## src/rtl/irqc_pkg.sv

```systemverilog
// Package irqc_pkg
// Shared constants and types for the interrupt status/mask controller.
// Assumes a 32-bit register bus made of two 16-bit lanes.
package irqc_pkg;
    localparam int BUS_W  = 32;
    localparam int HALF_W = 16;
    localparam int LANES  = BUS_W / HALF_W;

    // Conventional source positions used by the surrounding chip
    localparam int SRC_DMA    = 3;
    localparam int SRC_SERIAL = 7;
    localparam int SRC_SOUND  = 9;

    typedef enum logic {
        SZ_HALF = 1'b0,
        SZ_WORD = 1'b1
    } acc_size_e;

    typedef struct packed {
        logic              st_wr;    // write hits pending register
        logic              mk_wr;    // write hits mask register
        logic [LANES-1:0]  lane_en;  // 16-bit lanes touched
        logic [BUS_W-1:0]  data;     // write data aligned to lanes
    } wr_cmd_t;
endpackage

```

## src/rtl/irqc_decode.sv

```systemverilog
// Module irqc_decode
// Decodes bus offsets into register write commands and selects read data.
// Assumes accesses are naturally aligned; misaligned ones hit nothing.
module irqc_decode
    import irqc_pkg::*;
#(
    parameter int              ADDR_W = 8,
    parameter logic [ADDR_W-1:0] ST_OFS = 8'h70,
    parameter logic [ADDR_W-1:0] MK_OFS = 8'h74
) (
    input  logic [ADDR_W-1:0] bus_addr,
    input  logic              bus_wr,
    input  logic              bus_size,
    input  logic [BUS_W-1:0]  bus_wdata,
    input  logic [BUS_W-1:0]  st_view,
    input  logic [BUS_W-1:0]  mk_view,
    output wr_cmd_t           cmd,
    output logic [BUS_W-1:0]  bus_rdata
);
    logic              aligned;
    logic [ADDR_W-1:0] word_addr;
    logic              st_hit;
    logic              mk_hit;
    logic [BUS_W-1:0]  sel_view;

    // Address match on the word base, with alignment per access size
    always_comb begin
        aligned   = (bus_size == SZ_WORD) ? (bus_addr[1:0] == 2'b00) : (bus_addr[0] == 1'b0);
        word_addr = {bus_addr[ADDR_W-1:2], 2'b00};
        st_hit    = aligned && (word_addr == ST_OFS);
        mk_hit    = aligned && (word_addr == MK_OFS);
    end

    // Build the write command with lane enables and lane-replicated data
    always_comb begin
        cmd.st_wr = bus_wr && st_hit;
        cmd.mk_wr = bus_wr && mk_hit;
        if (bus_size == SZ_WORD) begin
            cmd.lane_en = '1;
            cmd.data    = bus_wdata;
        end else begin
            cmd.lane_en = bus_addr[1] ? 2'b10 : 2'b01;
            cmd.data    = {bus_wdata[HALF_W-1:0], bus_wdata[HALF_W-1:0]};
        end
    end

    // Read mux: register view, then half-word steering for 16-bit reads
    always_comb begin
        sel_view = st_hit ? st_view : (mk_hit ? mk_view : '0);
        if (bus_size == SZ_WORD)
            bus_rdata = sel_view;
        else
            bus_rdata = {{HALF_W{1'b0}}, (bus_addr[1] ? sel_view[BUS_W-1:HALF_W] : sel_view[HALF_W-1:0])};
    end
endmodule

```

## src/rtl/irqc_status.sv

```systemverilog
// Module irqc_status
// Pending-flag register: requests set flags, writes AND data into flags.
// Assumes NUM_SRC <= 32; a request beats an acknowledge in the same cycle.
module irqc_status
    import irqc_pkg::*;
#(
    parameter int NUM_SRC = 11
) (
    input  logic               clk,
    input  logic               rst_n,
    input  logic [NUM_SRC-1:0] req_i,
    input  logic               wr_en,
    input  logic [LANES-1:0]   lane_en,
    input  logic [BUS_W-1:0]   wdata,
    output logic [NUM_SRC-1:0] flags_q
);
    logic [NUM_SRC-1:0] keep;
    logic [NUM_SRC-1:0] flags_d;

    // Per-bit keep mask: untouched lanes behave as written ones
    always_comb begin
        for (int b = 0; b < NUM_SRC; b++)
            keep[b] = lane_en[b / HALF_W] ? wdata[b] : 1'b1;
    end

    // Next flags: acknowledge first, then merge new requests
    always_comb begin
        flags_d = wr_en ? (flags_q & keep) : flags_q;
        flags_d = flags_d | req_i;
    end

    // Flag register with synchronous reset
    always_ff @(posedge clk) begin
        if (!rst_n) flags_q <= '0;
        else        flags_q <= flags_d;
    end


    req_sets_flag_chk: assert property (@(posedge clk) disable iff (!rst_n)
        (req_i != '0) |=> ((flags_q & $past(req_i)) == $past(req_i)));


    no_spurious_set_chk: assert property (@(posedge clk) disable iff (!rst_n)
        1'b1 |=> ((flags_q & ~$past(flags_q) & ~$past(req_i)) == '0));


    idle_hold_chk: assert property (@(posedge clk) disable iff (!rst_n)
        (!wr_en && req_i == '0) |=> $stable(flags_q));
endmodule

```

## src/rtl/irqc_mask.sv

```systemverilog
// Module irqc_mask
// Enable-mask register: written lanes replace stored bits directly.
// Assumes NUM_SRC <= 32; bits above NUM_SRC are not stored.
module irqc_mask
    import irqc_pkg::*;
#(
    parameter int NUM_SRC = 11
) (
    input  logic               clk,
    input  logic               rst_n,
    input  logic               wr_en,
    input  logic [LANES-1:0]   lane_en,
    input  logic [BUS_W-1:0]   wdata,
    output logic [NUM_SRC-1:0] mask_q
);
    logic [NUM_SRC-1:0] mask_d;

    // Per-bit replace for written lanes, hold for the others
    always_comb begin
        mask_d = mask_q;
        if (wr_en) begin
            for (int b = 0; b < NUM_SRC; b++)
                if (lane_en[b / HALF_W]) mask_d[b] = wdata[b];
        end
    end

    // Mask register with synchronous reset
    always_ff @(posedge clk) begin
        if (!rst_n) mask_q <= '0;
        else        mask_q <= mask_d;
    end


    mask_hold_chk: assert property (@(posedge clk) disable iff (!rst_n)
        !wr_en |=> $stable(mask_q));
endmodule

```

## src/rtl/irqc_ctrl.sv

```systemverilog
// Module irqc_ctrl
// Top of the interrupt controller: decode, pending flags, mask, and the
// registered CPU interrupt line. Assumes one access per cycle.
module irqc_ctrl
    import irqc_pkg::*;
#(
    parameter int              NUM_SRC = 11,
    parameter int              ADDR_W  = 8,
    parameter logic [ADDR_W-1:0] ST_OFS = 8'h70,
    parameter logic [ADDR_W-1:0] MK_OFS = 8'h74
) (
    input  logic               clk,
    input  logic               rst_n,
    input  logic [NUM_SRC-1:0] req_i,
    input  logic [ADDR_W-1:0]  bus_addr,
    input  logic               bus_wr,
    input  logic               bus_size,
    input  logic [BUS_W-1:0]   bus_wdata,
    output logic [BUS_W-1:0]   bus_rdata,
    output logic               irq_o
);
    wr_cmd_t            cmd;
    logic [NUM_SRC-1:0] flags_q;
    logic [NUM_SRC-1:0] mask_q;
    logic [BUS_W-1:0]   st_view;
    logic [BUS_W-1:0]   mk_view;
    logic               irq_q;

    // Zero-extend both registers to bus width for the read mux
    always_comb begin
        st_view = '0;
        mk_view = '0;
        st_view[NUM_SRC-1:0] = flags_q;
        mk_view[NUM_SRC-1:0] = mask_q;
    end

    irqc_decode #(.ADDR_W(ADDR_W), .ST_OFS(ST_OFS), .MK_OFS(MK_OFS)) u_decode (
        .bus_addr (bus_addr),
        .bus_wr   (bus_wr),
        .bus_size (bus_size),
        .bus_wdata(bus_wdata),
        .st_view  (st_view),
        .mk_view  (mk_view),
        .cmd      (cmd),
        .bus_rdata(bus_rdata)
    );

    irqc_status #(.NUM_SRC(NUM_SRC)) u_status (
        .clk    (clk),
        .rst_n  (rst_n),
        .req_i  (req_i),
        .wr_en  (cmd.st_wr),
        .lane_en(cmd.lane_en),
        .wdata  (cmd.data),
        .flags_q(flags_q)
    );

    irqc_mask #(.NUM_SRC(NUM_SRC)) u_mask (
        .clk    (clk),
        .rst_n  (rst_n),
        .wr_en  (cmd.mk_wr),
        .lane_en(cmd.lane_en),
        .wdata  (cmd.data),
        .mask_q (mask_q)
    );

    // Registered interrupt line from the enabled pending flags
    always_ff @(posedge clk) begin
        if (!rst_n) irq_q <= 1'b0;
        else        irq_q <= |(flags_q & mask_q);
    end

    assign irq_o = irq_q;


    irq_follows_chk: assert property (@(posedge clk) disable iff (!rst_n)
        1'b1 |=> (irq_o == |($past(flags_q) & $past(mask_q))));


    upper_zero_chk: assert property (@(posedge clk) disable iff (!rst_n)
        bus_rdata[BUS_W-1:NUM_SRC] == '0);


    foreign_write_chk: assert property (@(posedge clk) disable iff (!rst_n)
        (bus_wr && !cmd.st_wr && !cmd.mk_wr && req_i == '0) |=> ($stable(flags_q) && $stable(mask_q)));
endmodule

```

## config.mk

```make
export PLATFORM = sky130hd
export DESIGN_NAME = irqc_ctrl
export DESIGN_NICKNAME = d
export VERILOG_FILES = /design/src/rtl/irqc_pkg.sv /design/src/rtl/irqc_decode.sv /design/src/rtl/irqc_status.sv /design/src/rtl/irqc_mask.sv /design/src/rtl/irqc_ctrl.sv
export SDC_FILE = /design/constraint.sdc
export NUM_CORES = 1
export LEC_CHECK = 0
export ABC_AREA = 1
export BUFFER_PORTS_ARGS = -buffer_cell sky130_fd_sc_hd__buf_4
export CAP_MARGIN = 20
export CORE_AREA = 2 2 60 62
export DETAILED_ROUTE_END_ITERATION = 8
export DIE_AREA = 0 0 62 64
export HOLD_SLACK_MARGIN = 0.03
export PLACE_DENSITY = 0.94
export SKIP_CTS_REPAIR_TIMING = 1
export SYNTH_ARGS = -nofsm -noshare
export SYNTH_HDL_FRONTEND = slang
export SYNTH_SLANG_ARGS = --single-unit
```

## constraint.sdc

```tcl
create_clock -name clk -period 3.5 [get_ports clk]
set_clock_uncertainty 0.05 [all_clocks]
set_input_delay 0.7 -clock clk [delete_from_list [all_inputs] [get_ports clk]]
set_output_delay 0.7 -clock clk [all_outputs]
set_load 0.05 [all_outputs]
```

==> impl_metrics.py, run 1 <==
metrics = {
    "final_layout": {
        "diodes": 0,
        "final_util_pct": 54.1,
        "final_layout_size_suffix_gt1_share_pct": 30.6,
        "mostFrequentLayoutCells": "buf_4 (50), nand2_1 (47), inv_1 (29)",
        "fin_nets": 311,
        "layout_commonest_cell": "buf_4",
        "design_area_sq_mm": 0.00178,
        "area_growth_pct": 21.5,
    },
    "route": {
        "ant_nets": 0,
        "vias_per_cell": 4.51,
        "first_pass_iters": 4,
        "drtIter0Drc": 45,
        "drcViolationCount": 0,
        "via_count": 1359,
        "wl_per_cell_um": 11.0,
        "drt-total-wl_um": 3320,
    },
    "timing": {
        "setup_tns_ns": 0,
        "period_share_pct": 78.8,
        "setup_violations": 0,
        "tightestPinTransition_ns": 0.694,
        "fmax_ghz": 0.363,
        "maxSlewHeadroom_pct": 53.7,
        "rsz0062_at_grt": "no",
        "period_minus_slack_ns": 2.76,
        "slew_violations": 0,
        "fin_hold_ws_ns": 0.440,
        "timing.final.hold_violations": 0,
    },
    "global_route": {
        "grt_pass1_wl_um": 5400,
        "grt_pass1_vias": 1248,
        "antenna_found_initial": 0,
        "grt_start_max_net_pins": 24,
        "overflow": 0,
        "grt.total_usage_pct": 17.8,
    },
    "synth": {
        "ys_seq_elements": 23,
        "synth.area.top_cells": "dfxtp_1 (31%), nand2_1 (12%), buf_4 (11%)",
        "netlist_instances": 213,
        "yosysSeqAreaShare_pct": 31.5,
        "async_flop_share_pct": 0,
        "synth_area_leader_cell": "dfxtp_1",
        "synth-main-ff-cell": "dfxtp_1",
        "syn_area_per_cell_sq_um": 6.87,
        "synth_area_sq_mm": 0.00146,
        "synth_edf_count": 0,
        "ys_warn_count": 0,
        "yosysUniqueCellTypes": 21,
        "netlist.area_leader.share_pct": 31.5,
    },
    "power_and_ir_drop": {
        "pwr-share-comb_pct": 22.8,
        "irDropWorstVdd_uv": 171,
        "powerDensity_mw_per_mm2": 295,
        "seq_power_share_pct": 53.0,
        "leakage_nw": 0.848,
        "p_switching_mw": 0.175,
        "p_sw_share_pct": 33.4,
        "p_int_mw": 0.349,
        "clock_power_share_pct": 24.1,
    },
    "floorplanning": {
        "row_count": 21,
        "pin_count": 88,
        "die_x_um": 62,
        "core_region_area_sq_mm": 0.00328,
        "fp.dieArea_sq_mm": 0.00397,
        "start_util_pct": 44.6,
        "die_h_um": 64,
    },
    "worst_hold_path": {
        "min_path_cells": 2,
        "min_path_type": "register to register",
    },
    "cts": {
        "clk_pin_slew_ns": 0.13,
        "tritoncts": "done",
        "clock_latency_ns": 0.31,
        "numCtsBuffers": 3,
        "clockBufferDepth": 2,
        "clock-sinks": 23,
        "cts_max_level": 1,
        "cts-root-buf": "clkbuf_4",
    },
    "worst_setup_path": {
        "required_ns": 2.75,
        "crit_path_start_kind": "input pin",
        "r2r.worst_path.cells": 5,
        "cp.arrival_ns": 2.01,
        "crit_fanout": 22,
        "worst_setup_path_end_kind": "primary output",
        "critPathKind": "input pin to primary output",
    },
    "placement": {
        "place_area_sq_mm": 0.00175,
        "dp_hpwl_um": 2390,
        "gp_congestion": 0.792,
        "portBuffers": 45,
    },
    "run": {
        "drv_cap": 0,
    },
    "status": {
        "status": "finished clean",
    },
}
## worst max-delay path, cell delays in order
cell and delay [ns]:
buf_4 0.18, nand2_1 0.09, nand2_2 0.09, nor3b_4 0.18
buf_4 0.30, nand2_2 0.06, a21oi_1 0.17, buf_4 0.23
## cell type report
| class | count | area [sq um] |
|---|---|---|
| Clock inverter | 1 | 5.00 |
| Inverter | 30 | 113 |
| Sequential cell | 23 | 460 |
| Tap cell | 46 | 57.6 |
| Timing Repair Buffer | 50 | 375 |
| Fill cell | 337 | 1510 |
| Clock buffer | 3 | 22.5 |
| Multi-Input combinational cell | 148 | 744 |
## power groups by stage
stage | registers, mW | clock network, mW | logic [mW]
floorplan | 0.282 | 0 | 0.0999
CTS | 0.278 | 0.128 | 0.119
detailed placement | 0.284 | 0 | 0.119
global placement | 0.283 | 0 | 0.117
global route | 0.280 | 0.141 | 0.130
finish | 0.278 | 0.126 | 0.120
## state kept, by name, summed over array words and instances (netlist names)
name and cells:
irq_o 1, u_mask.mask_q 11, u_status.flags_q 11
## cell families after synthesis
kind of cell	synth area share, %
compound gates	14.4
simple gates	31.0
flops	31.5
buf+inv	22.8
other cells	0.256
## synth_stat cells, types with 3 or more instances
library cell,n
buf_2,6
a21oi_1,25
inv_1,29
nand2_2,11
nand2_1,47
a21oi_2,8
buf_4,21
clkbuf_1,3
nand4_1,13
dfxtp_1,23
nor2_1,4
nand3_1,13
## path summary, 6_finish.rpt
check / from / end / slack, ns
worst max register to register: u_mask.mask_q[3]$_SDFFE_PN0P_ / irq_o$_SDFF_PN0_ / 2.46
worst min-delay path: u_status.flags_q[0]$_SDFF_PN0_ / u_status.flags_q[0]$_SDFF_PN0_ / 0.44
worst min register to register: u_status.flags_q[0]$_SDFF_PN0_ / u_status.flags_q[0]$_SDFF_PN0_ / 0.44
worst max-delay path: bus_addr[1] / bus_rdata[6] / 0.74
## metrics by stage
step | total power, mW | setup slack (ns) | std cells
3_5_place_dp | 0.403 | 0.757 | 297
3_3_place_gp | 0.401 | 0.759 | 297
5_1_grt | 0.552 | 0.663 | 301
6_report | 0.525 | 0.743 | 301
2_1_floorplan | 0.382 | 0.633 | 233
4_1_cts | 0.526 | 0.744 | 301
## per-layer routing
metal | vias to the layer above | routed length (um) | GRT usage (%)
li1 | 717 | - | -
met1 | 585 | 1390 | 22.0
met2 | 53 | 1680 | 30.6
met3 | 4 | 208 | 1.82
met4 | 0 | 42 | 6.38
met5 | - | 0 | 0
(Power assumes the default switching activity.)
==> run 2, diff against run 1 <==
- CORE_AREA: 2 2 60 62 -> 2 2 65 67
- DIE_AREA: 0 0 62 64 -> 0 0 67 69
- PLACE_DENSITY: 0.94 -> 0.86
- clock period: 3.5 -> 2.4 ns (I/O delays scaled with it)
==> impl_metrics.py, run 2 (synthesis results as in run 1) <==
metrics = {
    "global_route": {
        "grt_pass1_wl_um": 5550,
        "grt.total_usage_pct": 15.0,
        "grt_pass1_vias": 1261,
        "overflow": 0,
        "grt_start_max_net_pins": 23,
        "antenna_found_initial": 0,
    },
    "route": {
        "vias_per_cell": 4.48,
        "drt-total-wl_um": 3350,
        "first_pass_iters": 4,
        "ant_nets": 0,
        "wl_per_cell_um": 10.9,
        "drcViolationCount": 0,
        "drtIter0Drc": 45,
        "via_count": 1380,
    },
    "timing": {
        "setup_tns_ns": 0,
        "rsz0062_at_grt": "no",
        "timing.final.hold_violations": 0,
        "period_share_pct": 92.0,
        "period_minus_slack_ns": 2.21,
        "setup_ws_ns": 0.192,
        "maxSlewHeadroom_pct": 53.9,
        "setup_violations": 0,
        "tightestPinTransition_ns": 0.691,
        "fmax_ghz": 0.453,
        "slew_violations": 0,
    },
    "cts": {
        "clock_latency_ns": 0.27,
        "clock-sinks": 23,
        "clockBufferDepth": 2,
        "numCtsBuffers": 3,
        "cts_max_level": 1,
        "tritoncts": "done",
        "clk_pin_slew_ns": 0.08,
        "cts-root-buf": "clkbuf_8",
    },
    "floorplanning": {
        "start_util_pct": 37.4,
        "core_region_area_sq_mm": 0.00391,
        "pin_count": 88,
        "die_h_um": 69,
        "row_count": 23,
        "die_x_um": 67,
        "fp.dieArea_sq_mm": 0.00462,
    },
    "placement": {
        "gp_congestion": 0.740,
        "pre_cts_slack_ns": 0.205,
        "dp_hpwl_um": 2520,
        "portBuffers": 45,
    },
    "power_and_ir_drop": {
        "powerDensity_mw_per_mm2": 451,
        "pwr-share-comb_pct": 21.5,
        "leakage_nw": 0.871,
        "clock_power_share_pct": 29.4,
        "p_sw_share_pct": 31.6,
        "p_int_mw": 0.565,
        "seq_power_share_pct": 49.1,
        "irDropWorstVdd_uv": 233,
        "p_switching_mw": 0.261,
    },
    "worst_hold_path": {
        "min_path_type": "input pin to register",
    },
    "worst_setup_path": {
        "required_ns": 1.87,
        "critPathMaxStageDelay_ns": 0.24,
        "path_cells": "buf_4 -> nand2_1 -> nor2_1 -> nor3b_4 -> buf_4 -> nand2_2 -> a21oi_2 -> buf_4",
        "critPathSlowestCell": "nor3b_4",
        "crit_fanout": 12,
        "critPathKind": "input pin to primary output",
        "crit_path_start_kind": "input pin",
        "cp.arrival_ns": 1.68,
        "worst_setup_path_end_kind": "primary output",
        "cp_common_cell": "buf_4",
    },
    "run": {
        "drv_cap": 0,
    },
    "status": {
        "status": "finished clean",
    },
    "final_layout": {
        "fin_nets": 314,
        "final_layout_size_suffix_gt1_share_pct": 32.2,
        "mostFrequentLayoutCells": "buf_4 (53), nand2_1 (47), inv_1 (29)",
        "diodes": 0,
        "nFillCells": 414,
        "area_growth_pct": 25.1,
        "layout_commonest_cell": "buf_4",
    },
}
## run 2: routing by layer
metal  global-route usage (%)  vias up  wire [um]
li1                         -      725          -
met3                     1.96        4        178
met5                        0        -          0
met1                     18.2      612       1400
met2                     26.7       39       1730
met4                     4.76        0         39
## run 2: critical path, delay by kind of cell
family | cells | cell delay (ns)
compound gates | 1 | 0.15
buf+inv | 3 | 0.54
simple gates | 4 | 0.51
## run 2: per-stage QoR
| stage | utilization [%] | total power, mW | hold slack [ns] | cells | area (sq um) |
|---|---|---|---|---|---|
| after global placement | 45.6 | 0.589 | 0.412 | 304 | 1790 |
| after floorplan | - | 0.557 | 0.403 | 233 | 1550 |
| final | 46.8 | 0.826 | 0.367 | 308 | 1830 |
| after CTS | 46.8 | 0.833 | 0.361 | 308 | 1830 |
| after global routing | 46.8 | 0.863 | 0.380 | 308 | 1830 |
| after detailed placement | 45.6 | 0.592 | 0.421 | 304 | 1790 |
## run 2: layout make-up
cell class	count	area (sq um)	share of cell area, %
Multi-Input combinational cell	148	752	41.1
Tap cell	50	62.6	3.42
Sequential cell	23	460	25.1
Inverter	30	113	6.15
Clock inverter	1	5.00	0.273
Clock buffer	3	41.3	2.25
Timing Repair Buffer	53	398	21.7
## run 2: worst paths after layout
| check | endpoint | slack (ns) | start | depth (start not counted) |
|---|---|---|---|---|
| setup / recovery | bus_rdata[6] | 0.19 | bus_addr[5] | 8 |
| hold / removal | irq_o$_SDFF_PN0_ | 0.37 | rst_n | 3 |
| hold reg to reg | u_status.flags_q[10]$_SDFF_PN0_ | 0.43 | u_status.flags_q[10]$_SDFF_PN0_ | 2 |
| setup reg to reg | irq_o$_SDFF_PN0_ | 1.35 | u_mask.mask_q[5]$_SDFFE_PN0P_ | 5 |
## run 2: power by group through the flow
| stage | clock network, mW | registers (mW) | logic (mW) |
|---|---|---|---|
| after floorplan | 0 | 0.412 | 0.146 |
| after global placement | 0 | 0.413 | 0.176 |
| after detailed placement | 0 | 0.414 | 0.178 |
| after CTS | 0.250 | 0.405 | 0.178 |
| after global routing | 0.262 | 0.407 | 0.194 |
| final | 0.243 | 0.405 | 0.178 |
==> run 3, diff against run 2 <==
- PLACE_DENSITY: 0.86 -> 0.79
==> impl_metrics.py, run 3 (synthesis results as in run 1) <==
metrics = {
    "global_route": {
        "grt_pass1_vias": 1295,
        "antenna_found_initial": 0,
        "overflow": 0,
        "grt_pass1_wl_um": 5630,
        "grt.total_usage_pct": 15.2,
        "grt_start_max_net_pins": 23,
    },
    "floorplanning": {
        "fp.dieArea_sq_mm": 0.00462,
        "pin_count": 88,
        "die_x_um": 67,
        "start_util_pct": 37.4,
        "row_count": 23,
        "core_region_area_sq_mm": 0.00391,
        "die_h_um": 69,
    },
    "power_and_ir_drop": {
        "irDropWorstVdd_uv": 251,
        "powerDensity_mw_per_mm2": 449,
        "leakage_nw": 0.866,
    },
    "placement": {
        "dp_hpwl_um": 2450,
        "portBuffers": 45,
        "gp_congestion": 0.796,
    },
    "final_layout": {
        "fin_nets": 313,
        "area_growth_pct": 25.4,
        "final_layout_size_suffix_gt1_share_pct": 31.5,
        "final_util_pct": 46.9,
        "diodes": 0,
        "mostFrequentLayoutCells": "buf_4 (51), nand2_1 (47), inv_1 (29)",
        "layout_commonest_cell": "buf_4",
        "nFillCells": 417,
    },
    "worst_setup_path": {
        "critPathSlowestCell": "nor3b_4",
        "crit_path_start_kind": "input pin",
        "cp_common_cell": "buf_4",
        "path_cells": "buf_4 -> inv_1 -> nand3_2 -> nor3b_4 -> buf_12 -> nand2_2 -> a21oi_2 -> buf_4",
        "cp-startpoint": "bus_addr[3]",
        "cp.arrival_ns": 1.62,
        "crit_fanout": 22,
        "r2r.worst_path.cells": 5,
        "worst_setup_path_end_kind": "primary output",
        "critPathMaxStageDelay_ns": 0.23,
        "critPathKind": "input pin to primary output",
        "crit_end": "bus_rdata[6]",
        "reg2reg_from": "u_mask.mask_q[1]$_SDFFE_PN0P_",
        "regToRegEndpoint": "irq_o$_SDFF_PN0_",
        "reg2reg_slack_ns": 1.34,
        "required_ns": 1.87,
    },
    "timing": {
        "maxSlewHeadroom_pct": 55.1,
        "period_minus_slack_ns": 2.15,
        "tightestPinTransition_ns": 0.673,
        "fin_hold_ws_ns": 0.357,
        "slew_violations": 0,
        "fmax_ghz": 0.466,
        "setup_tns_ns": 0,
        "rsz0062_at_grt": "no",
        "setup_violations": 0,
        "timing.final.hold_violations": 0,
        "period_share_pct": 89.4,
    },
    "route": {
        "wl_per_cell_um": 10.9,
        "ant_nets": 0,
        "drt-total-wl_um": 3330,
        "via_count": 1409,
        "first_pass_iters": 4,
        "vias_per_cell": 4.59,
        "drcViolationCount": 0,
        "drtIter0Drc": 69,
    },
    "cts": {
        "cts-root-buf": "clkbuf_8",
        "tritoncts": "done",
        "clock_latency_ns": 0.26,
        "numCtsBuffers": 3,
        "clock-sinks": 23,
        "cts_max_level": 1,
        "clk_pin_slew_ns": 0.08,
        "clockBufferDepth": 2,
    },
    "status": {
        "status": "finished clean",
    },
    "run": {
        "drv_cap": 0,
    },
    "worst_hold_path": {
        "min_path_cells": 3,
        "min_path_type": "input pin to register",
    },
}
==> run 3: cell count changes in the layout (fill, tap and decap cells not counted) <==
cell      delta
clkbuf_1     +1
buf_12       +1
buf_4        -2
clkinv_2     -1
==> run 3: metal layers <==
layer / up-vias / wire, um / track usage, %
li1: 722 / - / -
met4: 0 / 15 / 4.99
met2: 61 / 1630 / 25.2
met1: 624 / 1380 / 19.7
met5: - / 0 / 0
met3: 2 / 298 / 2.61
==> run 3: worst min path at each step <==
stage	startpoint	end	slack [ns]
3_5_place_dp	u_status.flags_q[7]$_SDFF_PN0_	u_status.flags_q[7]$_SDFF_PN0_	0.42
4_1_cts	rst_n	irq_o$_SDFF_PN0_	0.35
5_1_grt	rst_n	irq_o$_SDFF_PN0_	0.37
3_3_place_gp	u_status.flags_q[1]$_SDFF_PN0_	u_status.flags_q[1]$_SDFF_PN0_	0.41
6_report	rst_n	irq_o$_SDFF_PN0_	0.36
2_1_floorplan	u_status.flags_q[1]$_SDFF_PN0_	u_status.flags_q[1]$_SDFF_PN0_	0.40
==> run 3: critical path: cells and delay by family <==
family / cells / cell delay, ns
buffers and inverters: 4 / 0.58
AOI/OAI and AO/OA: 1 / 0.13
and+or+nand+nor: 3 / 0.41
==> run 3: final cells by class <==
cell class                 count  area, sq um  area share [%]
clock buffer                   4         45.0            2.45
inverter                      30          113            6.13
multi-input combinational    148          752            41.0
sequential                    23          460            25.1
tap                           50         62.6            3.41
timing repair buffer          52          403            21.9
==> run 3: report_power, final <==
group	total (mW)	switching [mW]	internal, mW
logic	0.178	0.124	0.0540
registers	0.405	0.0102	0.395
clock network	0.240	0.122	0.119
==> run 3: per-stage QoR <==
stage	cells	setup slack (ns)	power [mW]	area [sq um]
6_report	307	0.254	0.824	1840
5_1_grt	307	0.133	0.853	1840
4_1_cts	307	0.256	0.831	1840
3_5_place_dp	303	0.254	0.592	1790
3_3_place_gp	303	0.267	0.589	1790
2_1_floorplan	233	0.00425	0.557	1550
